**src/rtl/gpio_pkg.sv**
```systemverilog
package gpio_pkg;
  localparam int unsigned GPIO_AW = 8;
  localparam logic [GPIO_AW-1:0] OFS_DIN   = 8'h00;
  localparam logic [GPIO_AW-1:0] OFS_DOUT  = 8'h04;
  localparam logic [GPIO_AW-1:0] OFS_DIR   = 8'h08;
  localparam logic [GPIO_AW-1:0] OFS_EDGE  = 8'h0C;
  localparam logic [GPIO_AW-1:0] OFS_MASK  = 8'h10;
  localparam logic [GPIO_AW-1:0] OFS_STAT  = 8'h14;
  localparam logic [GPIO_AW-1:0] OFS_PINEN = 8'h18;
endpackage

```
**src/rtl/gpio_rst_sync.sv**
```systemverilog
module gpio_rst_sync (
  input  logic clk,
  input  logic rst_n,
  output logic rst_sync_n
);
  logic [1:0] stage_q;

  always_ff @(posedge clk or negedge rst_n) begin
    if (!rst_n) stage_q <= 2'b00;
    else        stage_q <= {stage_q[0], 1'b1};
  end

  assign rst_sync_n = stage_q[1];
endmodule

```
**src/rtl/gpio_in_sync.sv**
```systemverilog
module gpio_in_sync #(
  parameter int unsigned W = 16
) (
  input  logic         clk,
  input  logic         rst_n,
  input  logic [W-1:0] pin_in,
  output logic [W-1:0] din_sync,
  output logic [W-1:0] din_prev
);
  logic [W-1:0] meta_q, sync_q, prev_q;

  always_ff @(posedge clk or negedge rst_n) begin
    if (!rst_n) begin
      meta_q <= '0;
      sync_q <= '0;
      prev_q <= '0;
    end else begin
      meta_q <= pin_in;
      sync_q <= meta_q;
      prev_q <= sync_q;
    end
  end

  assign din_sync = sync_q;
  assign din_prev = prev_q;

  // A pin change reaches the synchronized output two edges later  // R9
  AST_SYNC_LATENCY: assert property (@(posedge clk) disable iff (!rst_n)
    sync_q == $past(meta_q)) else $error("sync latency");
endmodule

```
**src/rtl/gpio_regs.sv**
```systemverilog
module gpio_regs
  import gpio_pkg::*;
#(
  parameter int unsigned W  = 16,
  parameter int unsigned AW = GPIO_AW
) (
  input  logic          clk,
  input  logic          rst_n,
  input  logic [AW-1:0] bus_addr,
  input  logic          bus_we,
  input  logic [W-1:0]  bus_wdata,
  input  logic          bus_re,
  input  logic [W-1:0]  din_sync,
  input  logic [W-1:0]  status,
  output logic [W-1:0]  bus_rdata,
  output logic [W-1:0]  dout,
  output logic [W-1:0]  dir,
  output logic [W-1:0]  edge_sel,
  output logic [W-1:0]  mask,
  output logic [W-1:0]  clr
);
  localparam logic [W-1:0] ONES = {W{1'b1}};

  logic [W-1:0] dout_q, dir_q, edge_q, mask_q, pinen_q, rdata_q;
  logic [W-1:0] dout_d, dir_d, edge_d, mask_d, pinen_d, rdata_d;
  logic [W-1:0] rd_mux;
  logic         wr_dout, wr_dir, wr_edge, wr_mask, wr_pinen, wr_stat;
  logic         rd_mapped;

  // write decode
  always_comb begin
    wr_dout  = bus_we && (bus_addr == OFS_DOUT);
    wr_dir   = bus_we && (bus_addr == OFS_DIR);
    wr_edge  = bus_we && (bus_addr == OFS_EDGE);
    wr_mask  = bus_we && (bus_addr == OFS_MASK);
    wr_pinen = bus_we && (bus_addr == OFS_PINEN);
    wr_stat  = bus_we && (bus_addr == OFS_STAT);
  end

  // next state with explicit enables
  always_comb begin
    dout_d  = wr_dout  ? bus_wdata : dout_q;
    dir_d   = wr_dir   ? bus_wdata : dir_q;
    edge_d  = wr_edge  ? bus_wdata : edge_q;
    mask_d  = wr_mask  ? bus_wdata : mask_q;
    pinen_d = wr_pinen ? bus_wdata : pinen_q;
    clr     = wr_stat  ? bus_wdata : '0;
  end

  // read mux
  always_comb begin
    rd_mapped = 1'b1;
    unique case (bus_addr)
      OFS_DIN:   rd_mux = din_sync & pinen_q;
      OFS_DOUT:  rd_mux = dout_q;
      OFS_DIR:   rd_mux = dir_q;
      OFS_EDGE:  rd_mux = edge_q;
      OFS_MASK:  rd_mux = mask_q;
      OFS_STAT:  rd_mux = status;
      OFS_PINEN: rd_mux = pinen_q;
      default: begin
        rd_mux    = '0;
        rd_mapped = 1'b0;
      end
    endcase
    rdata_d = bus_re ? rd_mux : rdata_q;
  end

  always_ff @(posedge clk or negedge rst_n) begin
    if (!rst_n) begin
      dout_q  <= ONES;
      dir_q   <= ONES;
      edge_q  <= ONES;
      mask_q  <= ONES;
      pinen_q <= ONES;
      rdata_q <= '0;
    end else begin
      dout_q  <= dout_d;
      dir_q   <= dir_d;
      edge_q  <= edge_d;
      mask_q  <= mask_d;
      pinen_q <= pinen_d;
      rdata_q <= rdata_d;
    end
  end

  assign bus_rdata = rdata_q;
  assign dout      = dout_q;
  assign dir       = dir_q;
  assign edge_sel  = edge_q;
  assign mask      = mask_q;

  AST_DIR_WRITE: assert property (@(posedge clk) disable iff (!rst_n)
    $past(bus_we && bus_addr == OFS_DIR) |-> dir_q == $past(bus_wdata)) else $error("dir write");
  AST_RDATA_HOLD: assert property (@(posedge clk) disable iff (!rst_n)
    !$past(bus_re) |-> $stable(bus_rdata)) else $error("rdata hold");
  AST_UNMAPPED_ZERO: assert property (@(posedge clk) disable iff (!rst_n)
    $past(bus_re && !rd_mapped) |-> bus_rdata == '0) else $error("unmapped read");
  AST_NO_STRAY_WRITE: assert property (@(posedge clk) disable iff (!rst_n)
    !$past(bus_we) |-> ($stable(dout_q) && $stable(mask_q) && $stable(pinen_q))) else $error("stray write");
endmodule

```
**src/rtl/gpio_irq.sv**
```systemverilog
module gpio_irq #(
  parameter int unsigned W = 16
) (
  input  logic         clk,
  input  logic         rst_n,
  input  logic [W-1:0] din_sync,
  input  logic [W-1:0] din_prev,
  input  logic [W-1:0] dir,
  input  logic [W-1:0] mask,
  input  logic [W-1:0] edge_sel,
  input  logic [W-1:0] clr,
  output logic [W-1:0] status,
  output logic         irq
);
  logic [W-1:0] rise, fall, hit;
  logic [W-1:0] status_q, status_d;
  logic         irq_q, irq_d;

  always_comb begin
    rise     = din_sync & ~din_prev;
    fall     = ~din_sync & din_prev;
    hit      = ((rise & edge_sel) | (fall & ~edge_sel)) & dir & ~mask;
    status_d = (status_q & ~clr) | hit;
    irq_d    = |status_d;
  end

  always_ff @(posedge clk or negedge rst_n) begin
    if (!rst_n) begin
      status_q <= '0;
      irq_q    <= 1'b0;
    end else begin
      status_q <= status_d;
      irq_q    <= irq_d;
    end
  end

  assign status = status_q;
  assign irq    = irq_q;

  AST_SET_QUALIFIED: assert property (@(posedge clk) disable iff (!rst_n)
    ((status_q & ~$past(status_q)) & ~$past(dir & ~mask)) == '0) else $error("unqualified set");
  AST_IRQ_MATCH: assert property (@(posedge clk) disable iff (!rst_n)
    irq_q == (status_q != '0)) else $error("irq mismatch");
  AST_W1C: assert property (@(posedge clk) disable iff (!rst_n)
    (status_q & $past(clr) & ~$past(hit)) == '0) else $error("clear failed");
  AST_SET_WINS: assert property (@(posedge clk) disable iff (!rst_n)
    (~status_q & $past(hit)) == '0) else $error("set lost");
endmodule

```
**src/rtl/gpio16_ctrl.sv**
```systemverilog
module gpio16_ctrl
  import gpio_pkg::*;
#(
  parameter int unsigned W  = 16,
  parameter int unsigned AW = GPIO_AW
) (
  input  logic          clk,
  input  logic          rst_n,
  input  logic [AW-1:0] bus_addr,
  input  logic          bus_we,
  input  logic [W-1:0]  bus_wdata,
  input  logic          bus_re,
  output logic [W-1:0]  bus_rdata,
  input  logic [W-1:0]  pin_in,
  output logic [W-1:0]  pin_out,
  output logic [W-1:0]  pin_oe,
  output logic          irq
);
  logic         rst_sync_n;
  logic [W-1:0] din_sync, din_prev;
  logic [W-1:0] dout, dir, edge_sel, mask, clr, status;

  gpio_rst_sync u_rst (
    .clk(clk), .rst_n(rst_n), .rst_sync_n(rst_sync_n)
  );

  gpio_in_sync #(.W(W)) u_sync (
    .clk(clk), .rst_n(rst_sync_n), .pin_in(pin_in),
    .din_sync(din_sync), .din_prev(din_prev)
  );

  gpio_regs #(.W(W), .AW(AW)) u_regs (
    .clk(clk), .rst_n(rst_sync_n),
    .bus_addr(bus_addr), .bus_we(bus_we), .bus_wdata(bus_wdata), .bus_re(bus_re),
    .din_sync(din_sync), .status(status), .bus_rdata(bus_rdata),
    .dout(dout), .dir(dir), .edge_sel(edge_sel), .mask(mask), .clr(clr)
  );

  gpio_irq #(.W(W)) u_irq (
    .clk(clk), .rst_n(rst_sync_n),
    .din_sync(din_sync), .din_prev(din_prev), .dir(dir), .mask(mask),
    .edge_sel(edge_sel), .clr(clr), .status(status), .irq(irq)
  );

  assign pin_out = dout;
  assign pin_oe  = ~dir;

  AST_OE_AFTER_DIR_WRITE: assert property (@(posedge clk) disable iff (!rst_sync_n)
    $past(bus_we && bus_addr == OFS_DIR) |-> pin_oe == ~$past(bus_wdata)) else $error("oe");
endmodule

```
**config.mk**
```make
export PLATFORM = sky130hd
export DESIGN_NAME = gpio16_ctrl
export DESIGN_NICKNAME = d
export VERILOG_FILES = /design/src/rtl/gpio_pkg.sv /design/src/rtl/gpio_rst_sync.sv /design/src/rtl/gpio_in_sync.sv /design/src/rtl/gpio_regs.sv /design/src/rtl/gpio_irq.sv /design/src/rtl/gpio16_ctrl.sv
export SDC_FILE = /design/constraint.sdc
export NUM_CORES = 1
export LEC_CHECK = 0
export BUFFER_PORTS_ARGS = -buffer_cell sky130_fd_sc_hd__buf_2
export CAP_MARGIN = 0
export CORE_MARGIN = 2
export CORE_UTILIZATION = 25
export DETAILED_ROUTE_END_ITERATION = 8
export GPL_TIMING_DRIVEN = 1
export SLEW_MARGIN = 20
export SYNTH_ARGS = -nofsm -noshare
export SYNTH_HDL_FRONTEND = slang
export SYNTH_HIERARCHICAL = 1
export SYNTH_SLANG_ARGS = --single-unit
```
**constraint.sdc**
```tcl
create_clock -name clk -period 6.6 [get_ports clk]
set_input_delay 0.66 -clock clk [delete_from_list [all_inputs] [get_ports clk]]
set_output_delay 0.66 -clock clk [all_outputs]
set_load 0.02 [all_outputs]
```
==> results.toml, run 1 <==
[cts]
cts_root_buffer = "clkbuf_16"
clockBufferDepth = 2
ctsHoldBuffers = 1
clkLatencyLatePin_ps = 430
path_clk_slew_ps = 70
clock_sinks = 163
cts-buffers-inserted = 17
cts_resized = 0
htreeDepth = 4
postCtsSetupBuffers = 0
cts_tree = "built"

[power_and_ir_drop]
cellLeakagePower_nw = 3.66
ir_worst_vdd_mv = 0.122
power.density_nw_per_um2 = 266

[placed_design]
place_congestion = 0.763
dp_hpwl_um = 13100
place_area_um2 = 8070
portBuffers = 92

[synth]
ys_types = 48
synthXorXnorAreaFrac_pct = 0
ys.flop_type = "dfrtp_1"
yosys-mux-area-fraction_pct = 17.5
netlist_area_um2 = 7240
synth-seq-area-share_pct = 57.7
async_flop_share_pct = 100
yosys.area_share.simple_pct = 10.8
synth_compound_area_share_pct = 10.0
synthAdderAreaFrac_pct = 0
synth_top_family_by_area = "multiplexers"
avgSynthCellArea_um2 = 12.6
synth-seq-cells = 163
synth_edf_count = 0
synth_fp_nets = 617
syn_inst = 573
yosys_warnings = 6

[worst_setup_path]
cp_max_fo = 35
crit_chain = "buf_2 > or4b_2 > nor2_1 > and2_1 > nand2b_1 > o2111ai_1 > nor4_1 > nand3_1"
path_buf_inv = 1
rr_worst_depth = 5
worstSetupPathType = "in -> reg"
max_stage_delay_ps = 840
slowest_stage = "nor2_1"
end_kind = "register"
required_ps = 6900
path_delay_family = "simple AND/OR/NAND/NOR gates"
worst-endpoint-arrival_ps = 3890
crit_cells = 8
critPathLaunchType = "input port"

[die]
start_util_pct = 25.3
core_region_area_um2 = 28600
dieWidth_um = 174
rows = 62
ioPinCount = 93
dieArea_um2 = 30300
die-height_um = 174

[timing]
fin_crit_sh_pct = 54.3
fmax_mhz = 279
setup_viol = 0
timing.final.crit_period_ps = 3580
hold_violations = 0
slew_headroom_pct = 29.8
worst_slew_pin_slew_ps = 1050
report.final.slew_viol_count = 0
grt_setup_unrepaired = "no"
clock_skew_ps = 11.2
setup_tns_ps = 0

[grt]
grt_first_pass_wirelength_um = 30300
grt_pass1_vias = 4992
grt_antenna_before_repair = 1
grt_max_degree = 73
grt.total_usage_pct = 13.2
grt_overflow = 0

[routing]
drc = 0
routed_wl_um = 19700
drtIter0Drc = 250
drt-pass1-iter-count = 4
ant_nets = 0
vias = 4831
wire_per_inst_um = 18.5
viasPerCell = 4.55

[outcome]
status = "complete, no violations"

[layout]
drive_gt1_share_pct = 44.0
syn_to_final_growth_pct = 20.3
final_nets = 708
stdcell_area_um2 = 8710

[flow_run]
maxCapViolations = 0

[hold_path]
holdCritPathClass = "reg -> async"
[cells in the final DEF (no fill, tap or decap), types with 3 or more instances in the layout]
cell	instances
a32oi_1	8
dfrtp_1	82
nor2b_1	24
clkbuf_8	3
and3b_1	8
mux2_4	10
o21ai_1	5
o22ai_1	23
o2111ai_1	4
nor2_1	11
o31ai_1	7
inv_1	36
nor2_2	3
a21oi_1	38
mux2i_1	32
clkbuf_16	17
bufinv_16	3
o21ai_0	6
nand2b_1	5
nor3b_1	16
o32ai_1	8
dfstp_2	80
nor4_1	3
buf_4	4
buf_2	92
nand2_1	13
clkinvlp_4	3
o21a_1	8
nand3b_1	7
and2_1	17
mux2_2	69
[sequential cells by signal, indices dropped and copies added, names as in the netlist]
signal            cells
u_sync/din_prev      16
u_regs/mask          16
u_irq/irq             1
u_irq/status         16
u_regs/dir           16
u_regs/pinen_q       16
u_regs/bus_rdata     16
u_regs/edge_sel      16
u_regs/dout          16
u_sync/din_sync      16
u_rst/stage_q         2
u_sync/meta_q        16
[kinds of logic (layout without fill, tap and decap cells)]
| logic type | after synthesis | count (layout) |
|---|---|---|
| flip-flops | 163 | 163 |
| AND/OR/NAND/NOR | 122 | 122 |
| multiplexers | 113 | 113 |
| AO/OA/AOI/OAI | 112 | 112 |
| buffers and inverters | 62 | 166 |
| other | 1 | 2 |
[worst paths after layout]
path	startpoint	endpoint	slack [ps]
worst min-delay path	u_rst/stage_q[1]	u_sync/din_prev[2]	280
worst max-delay path	bus_addr[2]	u_irq/irq	3020
worst max register to register	u_sync/din_sync[8]	u_irq/irq	4930
worst min register to register	u_rst/stage_q[1]	u_sync/din_prev[2]	280
min in group clk	pin_in[8]	u_sync/meta_q[8]	330
max in group asynchronous	u_rst/stage_q[1]	u_regs/bus_rdata[8]	5050
[report_power, final]
part	internal, mW	leakage [nW]	switching, mW
registers	1.07	1.77	0.0395
logic	0.0675	1.59	0.100
clock network	0.629	0.294	0.412
[per-layer routing]
metal  global-route usage [%]  wire length [µm]  up-vias
met1                     17.9              9210     2464
li1                         -                 -     2233
met3                     3.08              1030       16
met5                        0                 0        -
met4                     4.45               214        0
met2                     20.8              9220      118
[worst reg2reg max path: stages, from the launching register on]
cell and delay, ps:
dfrtp_1 400, and3b_1 190, o21ai_0 360, o2111ai_1 180, nor4_1 300, nand3_1 120
[per-stage QoR]
step | cells | setup WS (ps) | util [%] | hold WS [ps] | total power [mW]
finish | 1062 | 3020 | 30.4 | 283 | 2.31
global route | 1062 | 2760 | 30.4 | 318 | 2.40
CTS | 1060 | 2990 | 30.4 | 310 | 2.35
detailed placement | 1027 | 2560 | 28.2 | 306 | 1.29
global placement | 1027 | 2640 | 28.2 | 299 | 1.29
floorplan | 573 | 1860 | - | 331 | 1.22
[final cells by class]
cell class	instances	area (µm²)
tap	384	480
timing repair buffer	98	512
antenna	1	2.50
clock buffer	22	474
clock inverter	10	148
inverter	36	135
fill	2938	19900
sequential	163	4180
multi-input combinational	348	2780
[synthesized netlist by cell type, types with 2 or more instances]
cell type / count / area share [%]
a21oi_1: 38 / 2.6
a32oi_1: 8 / 0.97
and2_1: 17 / 1.5
and3b_1: 8 / 0.97
buf_1: 2 / 0.10
buf_2: 3 / 0.21
buf_4: 3 / 0.31
buf_6: 5 / 0.78
clkbuf_1: 13 / 0.67
dfrtp_1: 83 / 29
dfstp_2: 80 / 29
inv_1: 36 / 1.9
mux2_1: 2 / 0.31
mux2_2: 69 / 11
mux2_4: 10 / 2.1
mux2i_1: 32 / 4.4
nand2_1: 13 / 0.67
nand2b_1: 5 / 0.43
nand3_1: 2 / 0.14
nand3b_1: 7 / 0.73
nand4_1: 2 / 0.17
nor2_1: 11 / 0.57
nor2_2: 3 / 0.26
nor2b_1: 24 / 2.1
nor3b_1: 16 / 1.7
nor4_1: 3 / 0.26
o2111ai_1: 4 / 0.48
o21a_1: 8 / 0.83
o21ai_0: 6 / 0.41
o21ai_1: 5 / 0.35
o22ai_1: 23 / 2.0
o31ai_1: 7 / 0.73
o32ai_1: 8 / 0.97
or3_1: 2 / 0.17
or4b_2: 2 / 0.28
Note: power is estimated with default switching activity, not from simulation.
==> inputs of run 2 (changes only) <==
ABC_AREA = 1   (was default)
clock period = 3.42 ns   (was 6.6 ns; I/O delays follow)
==> run 2 against run 1 <==
Compared with the run above: total power increased by 86%; hold slack got worse by 270 ps; utilization decreased by 0.52 points; critical endpoint unchanged.
==> results.toml, run 2 <==
[power_and_ir_drop]
ir_worst_vdd_mv = 0.293
cellLeakagePower_nw = 4.19
power.density_nw_per_um2 = 469

[worst_setup_path]
crit_path_frequent_cell = "nand2_1"
critPathLaunchType = "input port"
cp_max_fo = 16
reg2reg_slack_ps = 2020
end_kind = "register"
slowest_stage = "nor2_4"
required_ps = 3730
path_delay_family = "simple AND/OR/NAND/NOR gates"
path_buf_inv = 3
worst-endpoint-arrival_ps = 2040
worstSetupPathType = "in -> reg"
max_stage_delay_ps = 450
crit_chain = "buf_2 > inv_2 > nand2_1 > nor2_4 > nand3_4 > nor2_1 > inv_1 > nand2_1 > nand2_1 > nor2_1 > nand2_1 > nor2_1 > nand2_1"

[synth]
synth_largest_area_cell = "dfstp_2"
synthXorXnorAreaFrac_pct = 0
synth_compound_area_share_pct = 6.93
synth.top_cell.area_share_pct = 27.0
syn_inst = 901
synth_top_family_by_area = "simple AND/OR/NAND/NOR gates"
yosysMostFrequentCell = "nand2_1"
ys_types = 22
yosys_warnings = 6
ys.flop_type = "dfrtp_1"
async_flop_share_pct = 100
synth_edf_count = 0
synth_commonest_cells = "nand2_1 (267), nand3_1 (110), inv_1 (97)"
yosys.area_share.simple_pct = 30.1
synth-seq-area-share_pct = 53.7
yosys-top-cells-area = "dfstp_2 (27%), dfrtp_1 (27%), nand2_1 (13%)"
yosys-mux-area-fraction_pct = 0
avgSynthCellArea_um2 = 8.63
synth_fp_nets = 945
synthAdderAreaFrac_pct = 0
netlist_area_um2 = 7780
synth-seq-cells = 163

[timing]
clock_skew_ps = 7.84
setup_viol = 0
fmax_mhz = 578
worst_slew_pin_slew_ps = 664
report.final.slew_viol_count = 0
final.setup.worst_slack_ps = 1690
fin_crit_sh_pct = 50.6
hold_violations = 0
setup_tns_ps = 0
slew_headroom_pct = 55.7
timing.final.crit_period_ps = 1730
grt_setup_unrepaired = "no"

[routing]
ant_nets = 0
drtIter0Drc = 456
wire_per_inst_um = 14.1
drt-pass1-iter-count = 4
vias = 5942
drc = 0
routed_wl_um = 19700
viasPerCell = 4.24

[cts]
clockBufferDepth = 2
clkLatencyLatePin_ps = 440
cts_resized = 0
clock_sinks = 163
cts-buffers-inserted = 17
postCtsSetupBuffers = 0
path_clk_slew_ps = 60
htreeDepth = 4
ctsHoldBuffers = 7
cts_root_buffer = "clkbuf_16"
cts_tree = "built"

[placed_design]
dp_hpwl_um = 13200
portBuffers = 92
pre_cts_slack_ps = 1180
place_congestion = 0.774

[grt]
grt_max_degree = 86
met2_usage_pct = 19.4
grt_first_pass_wirelength_um = 32000
grt_antenna_before_repair = 2
grtUsageMet1_pct = 16.8
use_met3_pct = 3.21
grt.busiest_layer = "met2"
grt_pass1_vias = 5864
grt_overflow = 0
grt.total_usage_pct = 12.5

[layout]
final_common_cell = "nand2_1"
area.sequential_um2 = 4180
syn_to_final_growth_pct = 17.6
fin_util_pct = 29.9
multi_input_area_um2 = 2890
drive_gt1_share_pct = 28.2
final_cell_mix = "nand2_1 (267), nand3_1 (110), inv_1 (97)"
final_nets = 1034
fill_cells = 3225

[die]
start_util_pct = 25.4
rows = 64
dieWidth_um = 180
ioPinCount = 93
die-height_um = 180
dieArea_um2 = 32500
core_region_area_um2 = 30600

[flow_run]
maxCapViolations = 0

[hold_path]
holdCritPathClass = "in -> reg"

[outcome]
status = "complete, no violations"
run 2: cell count changes after synthesis, sizes merged, moves of 67 or more:
cell   delta
o21ai    +74
inv      +67
nand3   +114
mux2     -81
nand2   +269
nor2     +85
run 2: power by group:
| part | total [mW] | internal, mW | switching (mW) | leakage, nW |
|---|---|---|---|---|
| Sequential | 2.13 | 2.05 | 0.0749 | 1.78 |
| Clock | 1.87 | 1.05 | 0.819 | 0.277 |
| Combinational | 0.299 | 0.0988 | 0.200 | 2.12 |
run 2: final cells by class:
class,instances,share of cell area [%]
clock buffers,19,4.95
diodes,1,0.0273
flip-flops and latches,163,45.7
clock inverters,13,1.35
repair buffers,108,6.78
inverters,103,4.23
well taps,396,5.42
multi-input cells,597,31.5
run 2: per-layer routing:
metal	vias up	wire length [µm]
met5	-	8
met4	2	359
met3	32	1060
met2	157	8900
met1	2739	9420
li1	3012	-
run 2: cell families (layout without fill, tap and decap cells):
group	Yosys count	count (layout)
flops	163	163
other cells	1	2
buf+inv	141	243
compound gates	87	87
simple gates	509	509
run 2: path summary, 6_finish.rpt:
| check | start | endpoint | cells after the start |
|---|---|---|---|
| min | pin_in[3] | u_sync/meta_q[3] | 1 |
| max | bus_addr[5] | u_irq/irq | 13 |
| min reg2reg | u_rst/stage_q[1] | u_sync/meta_q[1] | 0 |
| min in group asynchronous | rst_n | u_rst/stage_q[1] | 2 |
| max reg2reg | u_regs/edge_sel[8] | u_irq/irq | 9 |
| max in group asynchronous | u_rst/stage_q[1] | u_regs/mask[7] | 1 |
run 2: through the flow:
stage	hold slack [ps]	power (mW)	instance area, µm²	std cells
2_1_floorplan	46.4	2.33	7780	901
3_3_place_gp	131	2.45	8460	1356
3_5_place_dp	133	2.45	8460	1356
4_1_cts	0.575	4.35	9110	1395
5_1_grt	4.47	4.48	9150	1399
6_report	17.9	4.29	9150	1400
